**src/rtl/agu_pkg.sv**
```systemverilog
package agu_pkg;

    // Source of the next index value, in priority order.
    typedef enum logic [1:0] {
        SRC_HOLD = 2'd0,
        SRC_STEP = 2'd1,
        SRC_BASE = 2'd2,
        SRC_LOAD = 2'd3
    } idx_src_e;

    function automatic idx_src_e pick_src(input logic ld_idx, input logic ld_bse,
                                          input logic acc);
        if (ld_idx)      return SRC_LOAD;
        else if (ld_bse) return SRC_BASE;
        else if (acc)    return SRC_STEP;
        else             return SRC_HOLD;
    endfunction

endpackage

```
**src/rtl/agu_step.sv**
```systemverilog
module agu_step #(
    parameter int AW = 16
) (
    input  logic [AW-1:0] idx_i,
    input  logic [AW-1:0] mod_i,
    input  logic [AW-1:0] base_i,
    input  logic [AW-1:0] len_i,
    output logic [AW-1:0] nxt_o
);
    localparam int EW = AW + 2;

    logic signed [EW-1:0] sum_w;
    logic signed [EW-1:0] lo_w;
    logic signed [EW-1:0] hi_w;
    logic signed [EW-1:0] len_w;
    logic signed [EW-1:0] fix_w;

    always_comb begin
        sum_w = $signed({2'b00, idx_i}) + $signed({{2{mod_i[AW-1]}}, mod_i});
        lo_w  = $signed({2'b00, base_i});
        len_w = $signed({2'b00, len_i});
        hi_w  = lo_w + len_w;
        fix_w = sum_w;
        if (len_i != '0) begin
            if (sum_w >= hi_w)      fix_w = sum_w - len_w;
            else if (sum_w < lo_w)  fix_w = sum_w + len_w;
        end
        nxt_o = fix_w[AW-1:0];
    end
endmodule

```
**src/rtl/agu_bitrev.sv**
```systemverilog
module agu_bitrev #(
    parameter int AW = 16,
    localparam int NW = $clog2(AW + 1)
) (
    input  logic [AW-1:0] val_i,
    input  logic          en_i,
    input  logic [NW-1:0] nbits_i,
    output logic [AW-1:0] val_o
);
    localparam logic [NW-1:0] AW_N = NW'(AW);

    logic [NW-1:0] eff_w;
    logic [AW-1:0] mir_w;

    assign eff_w = (nbits_i > AW_N) ? AW_N : nbits_i;

    for (genvar g = 0; g < AW; g++) begin : g_bit
        always_comb begin
            mir_w[g] = val_i[g];
            for (int k = g + 1; k <= AW; k++) begin
                if (eff_w == NW'(k)) mir_w[g] = val_i[k-1-g];
            end
        end
    end

    assign val_o = en_i ? mir_w : val_i;
endmodule

```
**src/rtl/agu_top.sv**
```systemverilog
module agu_top #(
    parameter int AW = 16,
    localparam int NW = $clog2(AW + 1)
) (
    input  logic          clk,
    input  logic          rst_n,
    input  logic [AW-1:0] ld_data,
    input  logic          ld_index,
    input  logic          ld_modify,
    input  logic          ld_base,
    input  logic          ld_length,
    input  logic          access,
    input  logic          bitrev_en,
    input  logic [NW-1:0] bitrev_bits,
    output logic [AW-1:0] addr,
    output logic [AW-1:0] index
);
    import agu_pkg::*;

    typedef struct packed {
        logic [AW-1:0] idx;
        logic [AW-1:0] mod;
        logic [AW-1:0] base;
        logic [AW-1:0] len;
    } regs_t;

    regs_t    regs_q;
    regs_t    regs_d;
    idx_src_e src_w;
    logic [AW-1:0] step_w;
    logic [AW-1:0] base_w;
    logic [AW-1:0] len_w;
    logic [AW-1:0] mod_w;

    agu_step #(.AW(AW)) u_step (
        .idx_i  (regs_q.idx),
        .mod_i  (regs_q.mod),
        .base_i (regs_q.base),
        .len_i  (regs_q.len),
        .nxt_o  (step_w)
    );

    agu_bitrev #(.AW(AW)) u_rev (
        .val_i   (regs_q.idx),
        .en_i    (bitrev_en),
        .nbits_i (bitrev_bits),
        .val_o   (addr)
    );

    always_comb begin
        regs_d = regs_q;
        src_w  = pick_src(ld_index, ld_base, access);
        unique case (src_w)
            SRC_LOAD: regs_d.idx = ld_data;
            SRC_BASE: regs_d.idx = ld_data;
            SRC_STEP: regs_d.idx = step_w;
            default:  regs_d.idx = regs_q.idx;
        endcase
        if (ld_modify) regs_d.mod  = ld_data;
        if (ld_base)   regs_d.base = ld_data;
        if (ld_length) regs_d.len  = ld_data;
    end

    always_ff @(posedge clk or negedge rst_n) begin
        if (!rst_n) regs_q <= '0;
        else        regs_q <= regs_d;
    end

    assign index  = regs_q.idx;
    assign base_w = regs_q.base;
    assign len_w  = regs_q.len;
    assign mod_w  = regs_q.mod;
endmodule

```
**config.mk**
```make
export PLATFORM = sky130hd
export DESIGN_NAME = agu_top
export DESIGN_NICKNAME = d
export VERILOG_FILES = /design/src/rtl/agu_pkg.sv /design/src/rtl/agu_step.sv /design/src/rtl/agu_bitrev.sv /design/src/rtl/agu_top.sv
export SDC_FILE = /design/constraint.sdc
export NUM_CORES = 1
export LEC_CHECK = 0
export BUFFER_PORTS_ARGS = -buffer_cell sky130_fd_sc_hd__buf_2
export CAP_MARGIN = 15
export CORE_ASPECT_RATIO = 1.1
export CORE_UTILIZATION = 25
export DETAILED_ROUTE_END_ITERATION = 7
export GPL_ROUTABILITY_DRIVEN = 0
export SLEW_MARGIN = 20
export SYNTH_ARGS = -nofsm -noshare
export SYNTH_HDL_FRONTEND = slang
export SYNTH_SLANG_ARGS = --single-unit
```
**constraint.sdc**
```tcl
create_clock -name clk -period 4.5 [get_ports clk]
set_input_delay 0.675 -clock clk [delete_from_list [all_inputs] [get_ports clk]]
set_output_delay 0.675 -clock clk [all_outputs]
set_load 0.01 [all_outputs]
```
==> results.json, run 1 <==
{
  "io_buffers": 60,
  "cp-end-kind": "register",
  "syn_nets": 1163,
  "cts_buffer_depth": 2,
  "rows": 68,
  "cts_hold_buf": 0,
  "synthArstFlopShare_pct": 100,
  "clkSinkCount": 64,
  "setup_viol": 15,
  "setup_slack_ps": -313,
  "ys_top_cells_by_area": "dfrtp_1 20%, ha_1 14%, a21oi_1 6.1%, nor2_1 4.9%, nand2_1 4.5%",
  "period_share_pct": 107,
  "ys.flop_type": "dfrtp_1",
  "worst_ep_required_time_ps": 4730,
  "synth-edff-count": 0,
  "drive_gt1_share_pct": 25.0,
  "crit_top_cell": "o21ai_1",
  "ff2ff_setup_slack_ps": -310,
  "p_per_area_nw_per_um2": 649,
  "ioPinCount": 61,
  "initial_utilization_pct": 25.3,
  "placed_cells": 1554,
  "cts_root_buf": "clkbuf_16",
  "worst_pin_slew_ps": 967,
  "dpl.hpwl_um": 21400,
  "nets": 1280,
  "fin_skew_ps": 6.46,
  "crit_family": "compound AO/OA/AOI/OAI gates",
  "syn_area_sq_um": 7940,
  "dr.pass1.iters": 7,
  "r2r_start": "mod_w[0]$_DFFE_PN0P_",
  "cts_buffers": 9,
  "area_delta_synth_final_pct": 26.1,
  "fin_crit_ps": 4810,
  "synth.avg_cell_area_sq_um": 7.62,
  "failed_checks": "design-rule violations, negative setup slack",
  "die_y_um": 189,
  "first_iter_violations": 816,
  "hold_path.class": "in -> async",
  "critPathMaxStageDelay_ps": 420,
  "grt_pass1_wl_um": 42600,
  "grt_pass1_vias": 7901,
  "finalPower_mw": 6.49,
  "fp.dieW_um": 172,
  "max_freq_mhz": 208,
  "ctsHtreeMaxLevel": 3,
  "cap_violations": 0,
  "overflow": 0,
  "yosysSeqAreaShare_pct": 20.2,
  "syn-instance-count": 1041,
  "routedWlPerCell_um": 17.4,
  "antenna_found_initial": 0,
  "synth_top_cell_by_area": "dfrtp_1",
  "via_count": 8323,
  "crit_slowest_cell": "or3_4",
  "clk_latency_ps": 340,
  "core_area_sq_um": 31300,
  "clk_pin_slew_ps": 50,
  "ys_seq_elements": 64,
  "rr_worst_depth": 21,
  "yosysTopAreaCellShare_pct": 20.2,
  "hold_viol_final": 0,
  "rsz0062_at_grt": "yes",
  "grt_max_degree": 34,
  "dieArea_sq_um": 32500,
  "worstPathArrival_ps": 5050,
  "synth_cell_types": 82,
  "r2r-end": "index[13]$_DFFE_PN0P_",
  "drtAntennaViolNets": 0,
  "p_leak_nw": 4.31,
  "via_per_inst": 5.26,
  "fin_cells": 1582,
  "crit_fanout": 6,
  "path_buf_inv": 0,
  "status": "finished, violations left",
  "grt_use_total_pct": 16.8,
  "num-fill-cells": 3369,
  "drc": 2,
  "cts_tree": "done",
  "start_kind": "register",
  "crit_chain": "ha_2 > fa_2 > a21oi_2 > o2111ai_2 > and3_4 > or2_4 > and2_4 > o21a_1 > nor2_2 > xnor2_2 > ha_1 > o21ai_1 > a21oi_1 > nand3b_1 > a311oi_2 > o32ai_2 > a31oi_2 > or3_4 > o221ai_2 > o21ai_1 > a21o_1",
  "slew_viol_final": 0,
  "routed_wl_um": 27500,
  "post-place-ws_ps": -224,
  "num_antenna_cells": 0,
  "relSlewSlack_pct": 35.3,
  "criticalPathCategory": "reg -> reg",
  "ir_drop_mv": 0.271,
  "yosysWarnings": 0
}
[cell usage after synthesis, types with 16 or more instances]
library cell / instances
nand3_1: 23
dfrtp_1: 64
o211ai_1: 16
inv_1: 63
ha_1: 89
o21ai_0: 71
nor2_1: 103
clkbuf_1: 50
nand2_1: 96
a21oi_1: 97
mux2_2: 23
xnor2_1: 36
a211oi_1: 31
nor3_1: 31
[flip-flops by register name, summed over array words and instances, names as in the netlist]
signal	cells
len_w	16
index	16
base_w	16
mod_w	16
[kinds of logic (layout without fill, tap and decap cells)]
logic type | Yosys count | count (layout) | share of synthesized area (%)
compound gates | 354 | 354 | 29.5
xor+xnor | 47 | 47 | 5.42
fa+ha+maj | 93 | 93 | 15.0
buf+inv | 122 | 242 | 6.01
flops | 64 | 64 | 20.2
mux | 34 | 34 | 4.65
simple gates | 327 | 328 | 19.2
[metal layers]
| layer | part of all wire (%) | GRT usage (%) | up-vias |
|---|---|---|---|
| met1 | 44 | 21.5 | 3971 |
| li1 | - | - | 4065 |
| met3 | 4.6 | 2.07 | 37 |
| met5 | 0 | 0 | - |
| met2 | 49 | 29.5 | 250 |
| met4 | 2.1 | 4.46 | 0 |
[through the flow]
step	utilization, %	hold slack [ps]	setup TNS (ps)	area, sq um
6_report	32.0	402	-3140	10000
5_1_grt	32.0	465	-6030	10000
4_1_cts	31.2	432	-2030	9750
3_5_place_dp	29.6	505	-2000	9280
3_3_place_gp	29.6	495	-1030	9280
2_1_floorplan	-	379	0	8000
[final cells by class]
class / count / area [sq um] / area share (%)
clock inverters: 3 / 65.1 / 0.650
clock buffers: 12 / 256 / 2.56
well taps: 420 / 526 / 5.25
inverters: 66 / 250 / 2.50
multi-input cells: 856 / 6210 / 62.1
flip-flops and latches: 64 / 1600 / 16.0
repair buffers: 161 / 1100 / 11.0
[layout by cell type (no fill, tap or decap), types with 28 or more instances in the layout]
master	n
buf_2	60
nor2_1	99
dfrtp_1	64
ha_1	86
o21ai_0	66
xnor2_1	31
buf_4	96
inv_1	63
nor3_1	28
nand2_1	94
a211oi_1	30
a21oi_1	84
[worst reg2reg max path, cell delays in order (launching register included)]
cell and delay [ps]:
dfrtp_1 380, ha_2 200, fa_2 370, a21oi_2 200
o2111ai_2 140, and3_4 220, or2_4 240, and2_4 170
o21a_1 170, nor2_2 150, xnor2_2 180, ha_1 310
o21ai_1 100, a21oi_1 80, nand3b_1 180, a311oi_2 130
o32ai_2 390, a31oi_2 190, or3_4 420, o221ai_2 210
o21ai_1 90, a21o_1 160
[power breakdown]
group	total [mW]	switching (mW)	leakage [nW]	internal, mW
Clock	0.766	0.255	0.159	0.511
Sequential	0.727	0.0719	0.759	0.655
Combinational	5.00	2.80	3.39	2.20
Total	6.49	3.13	4.31	3.37
[what timing repair did]
| action | CTS | global route |
|---|---|---|
| cloned | 1 | 1 |
| gates resized for setup | 32 | 34 |
| buffers inserted | 2 | 9 |
| pin swaps | 34 | 35 |
| endpoints found under the setup margin | 16 | 16 |
[how the worst max path moves through the flow]
stage / slack, ps / cells after the start / to / from
6_report: -310 / 21 / index[13]$_DFFE_PN0P_ / mod_w[0]$_DFFE_PN0P_
5_1_grt: -490 / 24 / index[0]$_DFFE_PN0P_ / len_w[0]$_DFFE_PN0P_
4_1_cts: -190 / 21 / index[0]$_DFFE_PN0P_ / mod_w[0]$_DFFE_PN0P_
3_5_place_dp: -220 / 21 / index[2]$_DFFE_PN0P_ / index[0]$_DFFE_PN0P_
3_3_place_gp: -130 / 23 / index[13]$_DFFE_PN0P_ / base_w[0]$_DFFE_PN0P_
2_1_floorplan: 30 / 23 / index[14]$_DFFE_PN0P_ / len_w[0]$_DFFE_PN0P_
Power figures use the tool's default switching activity.
==> run 2, diff against run 1 <==
ABC_AREA = 1   (was unset)
SLEW_MARGIN = unset   (was 20)
==> results.json, run 2 <==
{
  "status": "finished clean",
  "slew_viol_final": 0,
  "nets": 1632,
  "fin_crit_ps": 4180,
  "core_area_sq_um": 35200,
  "cap_violations": 0,
  "synth.avg_cell_area_sq_um": 6.17,
  "crit_top_cell": "nand2_1",
  "routedWlPerCell_um": 14.8,
  "cts_buffers": 9,
  "whs_ps": 306,
  "cts_tree": "done",
  "drc": 0,
  "die_y_um": 201,
  "grtUsageMet3_pct": 1.25,
  "dr.pass1.iters": 5,
  "antenna_found_initial": 0,
  "area_delta_synth_final_pct": 14.7,
  "num_antenna_cells": 0,
  "grt_use_met1_pct": 20.6,
  "syn_nets": 1574,
  "ys_seq_elements": 64,
  "netSwitchingPower_mw": 2.70,
  "swShare_pct": 53.1,
  "clkSinkCount": 64,
  "criticalPathCategory": "reg -> reg",
  "grt_pass1_vias": 9102,
  "initial_utilization_pct": 25.4,
  "ctsHtreeMaxLevel": 3,
  "fp.dieW_um": 183,
  "num-fill-cells": 3887,
  "worstPathArrival_ps": 4450,
  "synth_cell_types": 48,
  "hold_path.class": "in -> async",
  "met2_usage_pct": 28.1,
  "dieArea_sq_um": 36600,
  "dpl-instance-area_sq_um": 9890,
  "crit_fanout": 13,
  "fin_util_pct": 29.2,
  "ioPinCount": 61,
  "seqPwrFrac_pct": 13.9,
  "synth_top_cell_by_area": "dfrtp_1",
  "relSlewSlack_pct": 46.4,
  "finalPower_mw": 5.10,
  "grt_pass1_wl_um": 47000,
  "layout_commonest_cell": "nand2_1",
  "yosysTopAreaCellShare_pct": 17.9,
  "hold_viol_final": 0,
  "mostFrequentLayoutCells": "423 x nand2_1, 189 x inv_1, 122 x o21ai_0, 117 x a21oi_1, 95 x nor2_1",
  "overflow": 0,
  "syn_area_sq_um": 8960,
  "via_count": 9566,
  "rows": 72,
  "grt_use_total_pct": 16.1,
  "dpl.hpwl_um": 24100,
  "p_int_mw": 2.39,
  "routed_wl_um": 29600,
  "max_freq_mhz": 239,
  "drive_gt1_share_pct": 13.3,
  "worst_ep_required_time_ps": 4770,
  "grt_max_degree": 43,
  "cts_buffer_depth": 2,
  "yosysWarnings": 0,
  "cp-end-kind": "register",
  "ir_drop_mv": 0.232,
  "critPathMaxStageDelay_ps": 440,
  "ys_top_cells_by_area": "dfrtp_1 18%, nand2_1 18%, ha_1 12%, inv_1 8.0%, o21ai_0 7.0%",
  "ys.flop_type": "dfrtp_1",
  "io_buffers": 60,
  "tns_ps": 0,
  "p_comb_share_pct": 73.2,
  "yosysSeqAreaShare_pct": 17.9,
  "setup_viol": 0,
  "synthArstFlopShare_pct": 100,
  "synth-edff-count": 0,
  "clk_latency_ps": 340,
  "cts_hold_buf": 0,
  "start_kind": "register",
  "syn-instance-count": 1452,
  "via_per_inst": 4.79,
  "period_share_pct": 92.8,
  "worst_pin_slew_ps": 800,
  "synth.most_common_cell": "nand2_1",
  "fin_skew_ps": 5.81,
  "p_per_area_nw_per_um2": 496,
  "final_design_area_no_fill_sq_um": 10300,
  "clk_pin_slew_ps": 60,
  "first_iter_violations": 679,
  "busiest_layer": "met2",
  "cts_root_buf": "clkbuf_16",
  "p_leak_nw": 5.30,
  "drtAntennaViolNets": 0,
  "crit_slowest_cell": "dfrtp_2",
  "p_clk_share_pct": 12.9,
  "yosys-top-cells-count": "423 x nand2_1, 190 x inv_1, 125 x o21ai_0"
}
[run 2: layer usage]
metal | up-vias | share of wire [%]
met3 | 46 | 4.6
met4 | 0 | 2.4
met1 | 4415 | 45
li1 | 4835 | -
met2 | 270 | 48
met5 | - | 0
[run 2: path summary, 6_finish.rpt]
| path | startpoint | endpoint | slack (ps) | cells after the start |
|---|---|---|---|---|
| worst min-delay path | rst_n | mod_w[13]$_DFFE_PN0P_ | 310 | 1 |
| max in group asynchronous | rst_n | len_w[0]$_DFFE_PN0P_ | 3190 | 2 |
| worst max-delay path | len_w[0]$_DFFE_PN0P_ | index[5]$_DFFE_PN0P_ | 320 | 28 |
| worst min register to register | mod_w[8]$_DFFE_PN0P_ | mod_w[8]$_DFFE_PN0P_ | 510 | 1 |
| min in group clk | mod_w[8]$_DFFE_PN0P_ | mod_w[8]$_DFFE_PN0P_ | 510 | 1 |
| worst max register to register | len_w[0]$_DFFE_PN0P_ | index[5]$_DFFE_PN0P_ | 320 | 28 |
[run 2: what timing repair did]
item                                    CTS  global route
resized for setup                         2            19
pin swaps                                 0             5
buffers inserted                          0             3
endpoints found under the setup margin    2            16
gates cloned                              0             0
[run 2: critical path: cells and delay by family, from the launching register on]
| kind | cells | cell delay, ps |
|---|---|---|
| DFF | 1 | 440 |
| AOI/OAI and AO/OA | 10 | 1440 |
| and+or+nand+nor | 13 | 1060 |
| adders and majority gates | 3 | 830 |
| buffers and inverters | 2 | 300 |
[run 2: logic make-up (layout without fill, tap and decap cells)]
family	count (synthesis)	count (layout)	share of synthesized area, %
compound gates	311	311	19.1
xor+xnor	51	51	4.99
fa+ha+maj	93	93	13.3
buf+inv	246	308	10.7
flops	64	64	17.9
mux	16	16	2.01
simple gates	671	671	32.1
[run 2: power groups by stage]
stage | registers (mW) | clock network, mW | logic [mW]
floorplan | 0.715 | 0 | 2.67
global placement | 0.713 | 0 | 3.57
detailed placement | 0.716 | 0 | 3.61
CTS | 0.707 | 0.674 | 3.64
global route | 0.716 | 0.697 | 4.19
finish | 0.707 | 0.659 | 3.73
[run 2: final cells by class]
cell class | instances | area (sq um) | area share [%]
sequential | 64 | 1600 | 15.6
multi-input combinational | 1142 | 6490 | 63.2
tap | 481 | 602 | 5.86
inverter | 198 | 743 | 7.23
timing repair buffer | 95 | 563 | 5.48
clock inverter | 3 | 17.5 | 0.170
clock buffer | 12 | 256 | 2.50
[run 2: per-stage QoR]
step                      std cells  worst slack, ps
final                          1995              324
after global routing           1995            -8.65
after CTS                      1992             51.0
after detailed placement       1977             28.1
after global placement         1977             89.0
after floorplan                1452              655
==> run 3, diff against run 2 <==
clock period = 3.7 ns   (was 4.5 ns; I/O delays follow)
==> results.json, run 3 (synthesis gave the netlist of run 2 again) <==
{
  "core_area_sq_um": 35200,
  "die_y_um": 201,
  "setup_viol": 15,
  "layout_commonest_cell": "nand2_1",
  "overflow": 0,
  "slew_viol_final": 0,
  "clkSinkCount": 64,
  "failed_checks": "negative setup slack",
  "start_kind": "register",
  "rr_worst_depth": 27,
  "seqPwrFrac_pct": 11.3,
  "cp-end-kind": "register",
  "status": "finished, violations left",
  "hold_viol_final": 0,
  "grt_pass1_vias": 9469,
  "worstPathArrival_ps": 4160,
  "dieArea_sq_um": 36600,
  "grt_max_degree": 35,
  "dpl.hpwl_um": 24800,
  "p_int_mw": 3.81,
  "nets": 1752,
  "first_iter_violations": 564,
  "p_leak_nw": 5.96,
  "ioPinCount": 61,
  "mostFrequentLayoutCells": "399 x nand2_1, 183 x inv_1, 149 x buf_4, 121 x o21ai_0, 108 x a21oi_1",
  "cts_buffers": 9,
  "criticalPathCategory": "reg -> reg",
  "finalPower_mw": 7.51,
  "cap_violations": 0,
  "cts_hold_buf": 0,
  "crit_fanout": 8,
  "worst_ep_required_time_ps": 3990,
  "cts_root_buf": "clkbuf_16",
  "setup_slack_ps": -178,
  "io_buffers": 60,
  "num_antenna_cells": 0,
  "post-place-ws_ps": -300,
  "drc": 0,
  "dr.pass1.iters": 6,
  "max_freq_mhz": 258,
  "clk_latency_ps": 350,
  "drtAntennaViolNets": 0,
  "fin_skew_ps": 8.33,
  "clk_pin_slew_ps": 60,
  "worst_pin_slew_ps": 896,
  "routed_wl_um": 30800,
  "routedWlPerCell_um": 14.6,
  "p_per_area_nw_per_um2": 651,
  "period_share_pct": 105,
  "rsz0062_at_grt": "yes",
  "initial_utilization_pct": 25.4,
  "p_clk_share_pct": 11.1,
  "grt_pass1_wl_um": 49300,
  "ir_drop_mv": 0.328,
  "grt_use_total_pct": 16.9,
  "via_per_inst": 4.75,
  "rows": 72,
  "drive_gt1_share_pct": 23.8,
  "cts_tree": "done",
  "relSlewSlack_pct": 40.3,
  "fin_crit_ps": 3880,
  "hold_path.class": "in -> async",
  "ctsHtreeMaxLevel": 3,
  "antenna_found_initial": 0,
  "fp.dieW_um": 183,
  "cts_buffer_depth": 2,
  "via_count": 10000,
  "swShare_pct": 49.2,
  "netSwitchingPower_mw": 3.70,
  "area_delta_synth_final_pct": 28.7,
  "p_comb_share_pct": 77.5
}
## run 3: cell types whose count changed in the layout (fill, tap and decap cells not counted), sizes merged
cell	previous run	this run
bufinv	0	1
clkinvlp	1	0
clkbuf	12	14
buf	95	212
clkinv	5	6
nand2	449	450
## run 3: worst paths after layout
path / slack [ps] / to / start
max in group asynchronous: 2420 / index[0]$_DFFE_PN0P_ / rst_n
worst min-delay path: 320 / mod_w[13]$_DFFE_PN0P_ / rst_n
min in group clk: 500 / len_w[1]$_DFFE_PN0P_ / ld_data[1]
worst min register to register: 510 / mod_w[5]$_DFFE_PN0P_ / mod_w[5]$_DFFE_PN0P_
worst max-delay path: -180 / index[2]$_DFFE_PN0P_ / len_w[0]$_DFFE_PN0P_
worst max register to register: -180 / index[2]$_DFFE_PN0P_ / len_w[0]$_DFFE_PN0P_
## run 3: final cells by class
cell class	count	area [sq um]
sequential	64	1600
clock inverter	4	45.0
fill	3787	23700
tap	481	602
inverter	198	743
multi-input combinational	1143	6780
clock buffer	12	236
timing repair buffer	214	1520
## run 3: power by group through the flow
stage                     Combinational, mW  Sequential, mW  Clock (mW)
after floorplan                        3.26           0.870           0
after global placement                 5.14           0.856           0
after detailed placement               5.19           0.860           0
after CTS                              5.44           0.848       0.854
after global routing                   6.43           0.861       0.892
final                                  5.82           0.851       0.836
## run 3: routing by layer
| metal | track usage, % | wire length, um | vias to the layer above |
|---|---|---|---|
| met5 | 0 | 0 | - |
| met1 | 21.7 | 13700 | 4659 |
| met3 | 1.36 | 1350 | 45 |
| met2 | 29.7 | 15200 | 257 |
| met4 | 5.25 | 575 | 0 |
| li1 | - | - | 5081 |
## run 3: critical path: stages (launching register included)
cell and delay (ps):
dfrtp_1 380, ha_2 200, fa_2 330, nand2_1 60, nand2_1 60, a21oi_2 170, o21ai_2 80, nand2_1 60
nand2_1 60, a21oi_2 160, o21ai_2 80, nand2_1 60, nand2_1 60, a21oi_2 170, o21ai_2 90, xnor2_1 130
ha_1 340, nand3_2 110, nor2_2 140, nand4_1 120, nand4_2 150, buf_4 150, nand2_8 70, nand2_4 160
nor2_1 70, o21bai_1 200, nand2_1 80, nand2_1 60
## run 3: per-stage QoR
| step | hold WS [ps] | setup TNS [ps] | instances | area [sq um] | utilization, % |
|---|---|---|---|---|---|
| after global routing | 393 | -6630 | 2116 | 11500 | 32.7 |
| after CTS | 358 | -1980 | 2108 | 11300 | 31.9 |
| after floorplan | 259 | 0 | 1452 | 8970 | - |
| after detailed placement | 501 | -3800 | 2086 | 10700 | 30.5 |
| final | 322 | -2030 | 2116 | 11500 | 32.7 |
| after global placement | 496 | -3300 | 2086 | 10700 | 30.5 |
## run 3: repair_timing
item,CTS,global route
setup buffers,4,7
endpoints found under the setup margin,16,16
pin swaps,32,35
cloned,2,1
resized for setup,40,54
